### config.mk
export PLATFORM = sky130hd
export DESIGN_NAME = simd_part_add
export DESIGN_NICKNAME = d
export VERILOG_FILES = /design/src/rtl/simd_add_pkg.sv /design/src/rtl/simd_seg_add.sv /design/src/rtl/simd_lane_ctl.sv /design/src/rtl/simd_part_add.sv
export SDC_FILE = /design/constraint.sdc
export NUM_CORES = 1
export LEC_CHECK = 0
export BUFFER_PORTS_ARGS = -buffer_cell sky130_fd_sc_hd__buf_2
export CORE_ASPECT_RATIO = 0.6
export CORE_MARGIN = 2
export CORE_UTILIZATION = 57
export CTS_CLUSTER_DIAMETER = 50
export DETAILED_ROUTE_END_ITERATION = 10
export PLACE_DENSITY = 0.9
export SKIP_LAST_GASP = 1
export SYNTH_ARGS = -nofsm -noshare
export SYNTH_HDL_FRONTEND = slang
export SYNTH_SLANG_ARGS = --single-unit
### constraint.sdc
create_clock -name clk_i -period 2.4 [get_ports clk_i]
set_input_delay 0.48 -clock clk_i [delete_from_list [all_inputs] [get_ports clk_i]]
set_output_delay 0.48 -clock clk_i [all_outputs]
set_load 0.1 [all_outputs]
### src/rtl/simd_add_pkg.sv
package simd_add_pkg;
  localparam int SEG_W = 8;
  localparam int NSEG  = 8;
  localparam int MODE_W = $clog2($clog2(NSEG) + 1);

  typedef enum logic [MODE_W-1:0] {
    LANE_B8  = 2'd0,
    LANE_B16 = 2'd1,
    LANE_B32 = 2'd2,
    LANE_B64 = 2'd3
  } lane_mode_e;
endpackage

### src/rtl/simd_seg_add.sv
module simd_seg_add #(
  parameter int W = 8
) (
  input  logic [W-1:0] a_i,
  input  logic [W-1:0] b_i,
  input  logic         cin_i,
  output logic [W-1:0] sum_o,
  output logic         cout_o
);
  logic [W:0] full;
  assign full   = {1'b0, a_i} + {1'b0, b_i} + {{W{1'b0}}, cin_i};
  assign sum_o  = full[W-1:0];
  assign cout_o = full[W];
endmodule

### src/rtl/simd_lane_ctl.sv
module simd_lane_ctl #(
  parameter int NSEG   = 8,
  parameter int MODE_W = 2
) (
  input  logic [MODE_W-1:0] mode_i,
  input  logic [NSEG-1:0]   seg_cout_i,
  output logic [NSEG-1:0]   head_o,
  output logic [NSEG-1:0]   flag_o
);
  logic [NSEG-1:0] tail;
  int unsigned spl;

  always_comb begin
    spl = 1 << mode_i;
    head_o = '0;
    tail   = '0;
    flag_o = '0;
    for (int k = 0; k < NSEG; k++) begin
      head_o[k] = ((k & (spl - 1)) == 0);
      tail[k]   = ((k & (spl - 1)) == spl - 1);
      // lane index of a tail segment is k / spl
      if (tail[k]) flag_o[k >> mode_i] = seg_cout_i[k];
    end
  end
endmodule

### src/rtl/simd_part_add.sv
module simd_part_add
  import simd_add_pkg::*;
#(
  parameter int SW = SEG_W,
  parameter int NS = NSEG
) (
  input  logic              clk_i,
  input  logic              rst_ni,
  input  logic              valid_i,
  input  logic [1:0]        mode_i,
  input  logic              sub_i,
  input  logic [SW*NS-1:0]  a_i,
  input  logic [SW*NS-1:0]  b_i,
  output logic              valid_o,
  output logic [SW*NS-1:0]  sum_o,
  output logic [NS-1:0]     cout_o
);
  localparam int DW = SW * NS;

  logic [DW-1:0] b_eff, sum_d;
  logic [NS-1:0] seg_cin, seg_cout, head, flag_d;
  logic [1:0]    mode_q;

  assign b_eff = sub_i ? ~b_i : b_i;

  simd_lane_ctl #(.NSEG(NS), .MODE_W(2)) u_ctl (
    .mode_i     (mode_i),
    .seg_cout_i (seg_cout),
    .head_o     (head),
    .flag_o     (flag_d)
  );

  for (genvar k = 0; k < NS; k++) begin : g_seg
    if (k == 0) begin : g_first
      assign seg_cin[k] = sub_i;
    end else begin : g_rest
      // lane head takes the op carry-in, else the chain continues
      assign seg_cin[k] = head[k] ? sub_i : seg_cout[k-1];
    end
    simd_seg_add #(.W(SW)) u_seg (
      .a_i    (a_i[k*SW +: SW]),
      .b_i    (b_eff[k*SW +: SW]),
      .cin_i  (seg_cin[k]),
      .sum_o  (sum_d[k*SW +: SW]),
      .cout_o (seg_cout[k])
    );
  end

  always_ff @(posedge clk_i or negedge rst_ni) begin
    if (!rst_ni) begin
      valid_o <= 1'b0;
      sum_o   <= '0;
      cout_o  <= '0;
      mode_q  <= '0;
    end else begin
      valid_o <= valid_i;
      if (valid_i) begin
        sum_o  <= sum_d;
        cout_o <= flag_d;
        mode_q <= mode_i;
      end
    end
  end


  valid_pipe_chk: assert property (@(posedge clk_i) disable iff (!rst_ni)
    valid_i |=> valid_o);


  idle_hold_chk: assert property (@(posedge clk_i) disable iff (!rst_ni)
    !valid_i |=> (!valid_o && $stable(sum_o) && $stable(cout_o)));


  full_add_chk: assert property (@(posedge clk_i) disable iff (!rst_ni)
    (valid_i && mode_i == LANE_B64 && !sub_i) |=> sum_o == $past(a_i + b_i));


  low_lane_sub_chk: assert property (@(posedge clk_i) disable iff (!rst_ni)
    (valid_i && mode_i == LANE_B8 && sub_i) |=>
      sum_o[SW-1:0] == $past(a_i[SW-1:0] - b_i[SW-1:0]));


  unused_flag_chk: assert property (@(posedge clk_i) disable iff (!rst_ni)
    valid_o |-> (cout_o >> (NS >> mode_q)) == '0);
endmodule

Yosys cells after proc, flatten, opt, wreduce, memory -nomap -nowiden
Cells that the tools add are included.
{ "word_totals": {"register_bits": 73, "latchBits": 0, "ramBits": 0, "rom_bits": 0, "output_inout_bits": 73, "word_cells": 109, "n_memories": 0} }
{ "op_classes": {"addsub": 17, "multipliers": 0, "n_div": 0, "magnitude_cmp": 16, "eq_ne": 0, "shift": 9, "muxes": 39, "bitwise_logic": 2, "reduce_logical": 23} }
{ "op_table": {"columns": ["operator", "count"], "rows": [
  ["$ge 32x1->1 const B", 8],
  ["$logic_not 32->1", 8],
  ["$lt 32x5->1 const B", 8],
  ["$shr 3x2->32 const A", 4],
  ["$logic_not 31->1", 3],
  ["$logic_not 30->1", 3],
  ["$add 8x8->9", 8],
  ["$add 9x1->9", 8],
  ["$mux 64", 1],
  ["$mux 8", 8],
  ["$not 64->64", 1],
  ["$shr 1x2->32 const A", 2],
  ["$shr 2x2->32 const A", 2],
  ["$bwmux 8", 7],
  ["$shl 1x2->32 const A", 1],
  ["$sub 32x1->32 const B", 1],
  ["$logic_not 29->1", 1],
  ["$demux 1 s3", 8],
  ["$mux 1", 15],
  ["$and 8x8->8", 1],
  ["$logic_and 1x1->1", 8]
]} }

Logic depth before layout (Yosys ltp)
{ "depth": {"word_depth": 21, "mapped_depth": 60, "mapped_depth_nobuf": 58} }

Cells and area by module
A second synthesis with hierarchy kept.
{ "hier_totals": {"hier_cells": 669, "area_unflattened_um2": 7070.5} }
{ "modules_own_cells": {"columns": ["module", "n_inst", "cells_per_inst", "area_each_um2"], "rows": [
  ["simd_part_add", 1, 232, 3746.1],
  ["simd_seg_add", 8, 42, 331.6],
  ["simd_lane_ctl", 1, 101, 671.9]
]} }

Least setup slack after synthesis
OpenSTA, ideal clock, no wires.
{ "synth_path": {"path_type": "input-to-reg", "from": "input port sub_i", "to": "register cout_o[1]", "setup_ns": 0.104, "arrival_ns": 12.062, "setup_slack_ns": -9.766, "stages": 58, "path_buffers": 2, "path_cell_list": "clkbuf_1 -> buf_1 -> xor2_1 -> ha_1 -> nor2b_1 -> o2111ai_1 -> nand4b_1 -> a21o_1 -> a211o_1 -> nand2_1 -> fa_1 -> fa_1 -> nor2b_1 -> o31a_2 -> o21ai_2 -> nor2_1 -> a21oi_1 -> fa_1 -> [... 22 more ...] -> o31a_1 -> o21a_1 -> o21ai_0 -> nand3_1 -> o21ai_0 -> fa_1 -> fa_1 -> nor2b_1 -> o31a_1 -> o22ai_2 -> o21ai_0 -> fa_1 -> fa_1 -> a211oi_1 -> o21bai_1 -> o22a_1 -> o21ai_0 -> a221oi_1"} }
{ "synth_between": {"elab_chain_cells": 19} }
{ "synth_lines": {"columns": ["item", "line_no", "text"], "rows": [
  ["start: declaration", "simd_part_add.sv:11", "input logic sub_i,"],
  ["$mux 64", "simd_part_add.sv:24", "assign b_eff = sub_i ? ~b_i : b_i;"],
  ["$add 8x8->9", "simd_seg_add.sv:11", "assign full = {1'b0, a_i} + {1'b0, b_i} + {{W{1'b0}}, cin_i};"],
  ["$add 9x1->9", "simd_seg_add.sv:11", null],
  ["$mux 1 / $and 8x8->8 (equally long branches)", null, null],
  ["$add 9x1->9 / $mux 8 (equally long branches)", "simd_seg_add.sv:11, simd_lane_ctl.sv:22", null],
  ["$mux 1 / $bwmux 8 (equally long branches)", "simd_part_add.sv:38, simd_lane_ctl.sv:22", null],
  ["$add 9x1->9 / $mux 8 (equally long branches)", "simd_seg_add.sv:11, simd_lane_ctl.sv:22", null],
  ["$mux 1 / $bwmux 8 (equally long branches)", "simd_part_add.sv:38, simd_lane_ctl.sv:22", null],
  ["[... 3 more ...]", null, null],
  ["$mux 1 / $bwmux 8 (equally long branches)", "simd_part_add.sv:38, simd_lane_ctl.sv:22", null],
  ["$add 9x1->9 / $mux 8 (equally long branches)", "simd_seg_add.sv:11, simd_lane_ctl.sv:22", null],
  ["$mux 1 / $bwmux 8 (equally long branches)", "simd_part_add.sv:38, simd_lane_ctl.sv:22", null],
  ["$add 9x1->9 / $mux 8 (equally long branches)", "simd_seg_add.sv:11, simd_lane_ctl.sv:22", null],
  ["$mux 1 / $bwmux 8 (equally long branches)", "simd_part_add.sv:38, simd_lane_ctl.sv:22", null],
  ["$add 9x1->9 / $mux 8 (equally long branches)", "simd_seg_add.sv:11, simd_lane_ctl.sv:22", null],
  ["$bwmux 8", "simd_lane_ctl.sv:22", "if (tail[k]) flag_o[k >> mode_i] = seg_cout_i[k];"],
  ["$mux 8 *", "simd_lane_ctl.sv:22", null],
  ["end signal: assignment", "simd_part_add.sv:59", "cout_o <= flag_d;"],
  ["end: declaration", "simd_part_add.sv:16", "output logic [NS-1:0] cout_o"]
]} }
Mark *: on every way between the ends. The rest lies on a longest branch, timed or not.
A chain may end at the register's enable or synchronous reset.

Worst setup path in the final report
{ "layout_path": {"from": "input port b_i[1]", "to": "register cout_o[1]"} }
{ "layout_between": {"elab_chain_cells": 20} }
{ "layout_lines": {"columns": ["item", "line_no", "text"], "rows": [
  ["start: declaration", "simd_part_add.sv:13", "input logic [SW*NS-1:0] b_i,"],
  ["$not 64->64", "simd_part_add.sv:24", null],
  ["$mux 64 *", "simd_part_add.sv:24", null],
  ["$add 8x8->9 *", "simd_seg_add.sv:11", null],
  ["$add 9x1->9 *", "simd_seg_add.sv:11", null],
  ["$mux 1 / $and 8x8->8 (equally long branches)", null, null],
  ["$add 9x1->9 / $mux 8 (equally long branches)", "simd_seg_add.sv:11, simd_lane_ctl.sv:22", null],
  ["$mux 1 / $bwmux 8 (equally long branches)", "simd_part_add.sv:38, simd_lane_ctl.sv:22", null],
  ["$add 9x1->9 / $mux 8 (equally long branches)", "simd_seg_add.sv:11, simd_lane_ctl.sv:22", null],
  ["[... 4 more ...]", null, null],
  ["$mux 1 / $bwmux 8 (equally long branches)", "simd_part_add.sv:38, simd_lane_ctl.sv:22", null],
  ["$add 9x1->9 / $mux 8 (equally long branches)", "simd_seg_add.sv:11, simd_lane_ctl.sv:22", null],
  ["$mux 1 / $bwmux 8 (equally long branches)", "simd_part_add.sv:38, simd_lane_ctl.sv:22", null],
  ["$add 9x1->9 / $mux 8 (equally long branches)", "simd_seg_add.sv:11, simd_lane_ctl.sv:22", null],
  ["$mux 1 / $bwmux 8 (equally long branches)", "simd_part_add.sv:38, simd_lane_ctl.sv:22", null],
  ["$add 9x1->9 / $mux 8 (equally long branches)", "simd_seg_add.sv:11, simd_lane_ctl.sv:22", null],
  ["$bwmux 8", "simd_lane_ctl.sv:22", null],
  ["$mux 8 *", "simd_lane_ctl.sv:22", null]
]} }
Marks and branches as above.

==> flow_summary.toml <==
[drt]
post_drt_wl_per_cell_um = 22.5
drt-met1-wl_mm = 10.5
postRouteAntennaNets = 0
drt_pass1_iterations = 6
route.top_layer_used = "met4"
wl_met3_mm = 3.49
route.met2.wl_mm = 13.2
dr_total_vias = 8418
route.detailed.vias_per_inst = 6.47
drt-initial-drc-count = 980
post_detailed_routing_wire_length_mm = 29.3
remaining_drc_errors = 0

[pwr]
power.total_mw = 8.98
power.density_cell_area_mw_per_mm2 = 865
irDropWorstVdd_mv = 1.00
p_leak_nw = 5.07

[die]
die_area_mm2 = 0.0128
chipHeight_um = 88.3
rows = 30
pin_count = 207
initial_standard_cell_utilization_of_the_core = 0.592
core_area_mm2 = 0.0114
chipWidth_um = 145

[worst_setup_path]
worst-endpoint-required_ns = 2.65
cp_common_cell = "fa_2"
reg_to_reg_startpoint = "sum_o[29]"
timing.reg2reg.worst_path_depth = 3
setup.reg_to_reg.worst_slack_ns = 1.19
crit_end_category = "register"
kind_of_critical_path = "input port to register"
timing.critical_path.fanout_max = 3
setup.worst_path.end = "cout_o[1]"
worstPathArrival_ns = 11.76
r2r_end = "sum_o[29]"
worst_setup_path_start_kind = "input port"
cpMaxStageDelayCell = "fa_2"
timing.critical_path.slowest_cell_delay_ns = 0.45
worstSetupStartpoint = "b_i[1]"

[yosys]
post_synth_instance_area_mm2 = 0.00675
number_of_enable_type_register_cells_in_the_synthesized_netlist = 0
synth_warnings = 0
largest_family_of_logic_cells_by_synthesized_area = "compound AO/OA/AOI/OAI gates"
post_synth.cell_area_avg_um2 = 9.09
area_share_of_the_largest_cell_type_after_synthesis = 0.271
post_synth_inst_count = 743
complex_gate_fraction_of_the_synthesized_area = 0.225
post_synth_fa_ha_maj_area_fraction = 0.167
ys_async_sr_fraction = 1.00
synth.largest_area_cell = "dfrtp_1"
synth_xor_area_frac = 0.105
synth-simple-area-share = 0.159
synthDistinctLibCells = 66
synth-seq-cells = 73
synth.net_count = 958
largest_cells_by_area_after_synthesis = "dfrtp_1 (27%), ha_1 (12%), xor2_1 (7.4%)"
muxShareOfSynthArea = 0.0330
synth_seq_area_share = 0.271
postSynth.topFlopCell = "dfrtp_1"

[cts]
cts.htree.levels = 3
clkLatencyLatePin_ns = 0.35
cts-hold-fix-buffers = 0
cts_num_sinks = 73
numCtsBuffers = 9
cts_buffer_depth = 2
clk_root_buffer_cell = "clkbuf_16"
tritoncts = "yes"
cts.reportedPaths.clkPinSlew_ns = 0.06

[layout]
final_cell_mix = "buf_2 (202), buf_4 (202), dfrtp_1 (73)"
finalNetCount = 1354
diodes = 0
fillers = 488
final_layout_size_suffix_gt1_frac = 0.488
areaGrowthSynthToFinish_pct = 53.6

[place]
hpwlAfterDp_mm = 17.6
numPortBuffers = 206
place_ws_ns = -9.53
place.gp.congestion = 1.06

[sta]
rsz0062_at_grt = "true"
post_layout_min_period_ns = 11.52
total_count_of_hold_check_failures_in_the_final_report = 0
setup_slack_ns = -9.12
fin_skew_ns = 0
max_clock_freq_ghz = 0.0868
finalSetupViolations = 64
worst_pin_slew_ns = 0.711
slew-limit-headroom = 0.526
final_max_slew_viol_count = 0
min_period_over_period = 4.80
final.setup.tns_ns = -341.29

[run]
maxCapViolCount = 0

[global_routing]
grt_pass1_wl_mm = 39.6
gr-usage-all-layers = 0.401
pin_count_of_the_biggest_net_entering_global_routing = 51
via_count_of_the_first_global_routing_pass = 7868
initial_antenna_violation_count = 0
globalRoute.totalOverflow = 0

[status]
failed_checks = "setup timing"
result_of_the_run = "complete, but fails checks"

[hold_path]
hold_class = "input port to async pin"
-- layer usage --
metal | vias to the layer above | global-route usage
met1 | 3898 | 0.482
met4 | 0 | 0.178
li1 | 3494 | -
met5 | - | 0
met3 | 246 | 0.114
met2 | 780 | 0.682
-- area by class of cell --
cell class / instances / area (um2) / share of cell area
repair buffers: 416 / 2680 / 0.258
clock inverters: 2 / 38.8 / 0.00374
inverters: 39 / 146 / 0.0141
flip-flops and latches: 73 / 1830 / 0.176
multi-input cells: 600 / 5220 / 0.504
clock buffers: 12 / 256 / 0.0247
well taps: 160 / 200 / 0.0193
-- power breakdown --
part | switching [mW] | internal, mW
Sequential | 0.211 | 1.54
Clock | 0.559 | 0.854
Combinational | 4.05 | 1.76
Total | 4.82 | 4.16
-- Yosys cell counts, drive strengths merged (3+ instances only) --
library cell  instances
nor2b                23
fa                   15
xor2                 57
inv                  38
buf                  12
a21o                  8
o221ai                4
o31a                  5
a31o                  4
ha                   66
nand3b               19
nand2b               10
a21oi                22
o211ai               14
nand3                 9
clkbuf               19
a31oi                12
a2111oi               7
xnor2                24
dfrtp                73
o211a                 3
nand2                46
or4                   4
o21a                 31
mux2                 18
a211o                 3
o2111ai               9
nor2                 39
o31ai                19
and2                  9
o21ai                46
nor3                 11
or3                  15
or2                   7
a211oi                8
nand4                 3
-- timing repair --
action | in CTS | in global routing
setup buffers | 47 | 25
gates resized for setup | 27 | 83
pin swaps | 24 | 50
setup endpoints to repair | 64 | 64
endpoints found under the hold margin | 0 | 0
-- logic make-up after synthesis --
group | after synthesis
AND/OR/NAND/NOR | 203
adder cells (fa/ha/maj) | 81
flip-flops | 73
multiplexers | 20
AO/OA/AOI/OAI | 215
XOR/XNOR | 81
buffers and inverters | 70
-- stage by stage --
stage | cell area [um2] | utilization | std cells | hold WS [ns]
after global routing | 10400 | 0.909 | 1302 | 0.204
after floorplan | 6910 | - | 743 | 0.184
after global placement | 9290 | 0.814 | 1247 | 0.460
final | 10400 | 0.909 | 1302 | 0.160
after detailed placement | 9290 | 0.814 | 1247 | 0.470
after CTS | 10000 | 0.881 | 1308 | 0.193
-- critical path, delay by kind of cell --
| family | cells | cell delay, ns |
|---|---|---|
| AOI/OAI and AO/OA | 27 | 3.82 |
| xor gates and xnor gates | 1 | 0.16 |
| adders and majority gates | 15 | 5.47 |
| buffers and inverters | 2 | 0.18 |
| and+or+nand+nor | 13 | 1.64 |
-- sequential cells by signal (all words and copies together) (netlist names) --
signal	cells
sum_o	64
cout_o	8
valid_o	1
-- worst min-delay path by stage --
stage / start / to / slack, ns
finish: rst_ni / sum_o[55] / 0.16
floorplan: rst_ni / cout_o[0] / 0.18
global placement: sum_o[46] / sum_o[46] / 0.46
detailed placement: sum_o[52] / sum_o[52] / 0.47
global route: rst_ni / sum_o[55] / 0.20
CTS: rst_ni / sum_o[54] / 0.19
No activity file was read; power rests on OpenSTA's default activity.
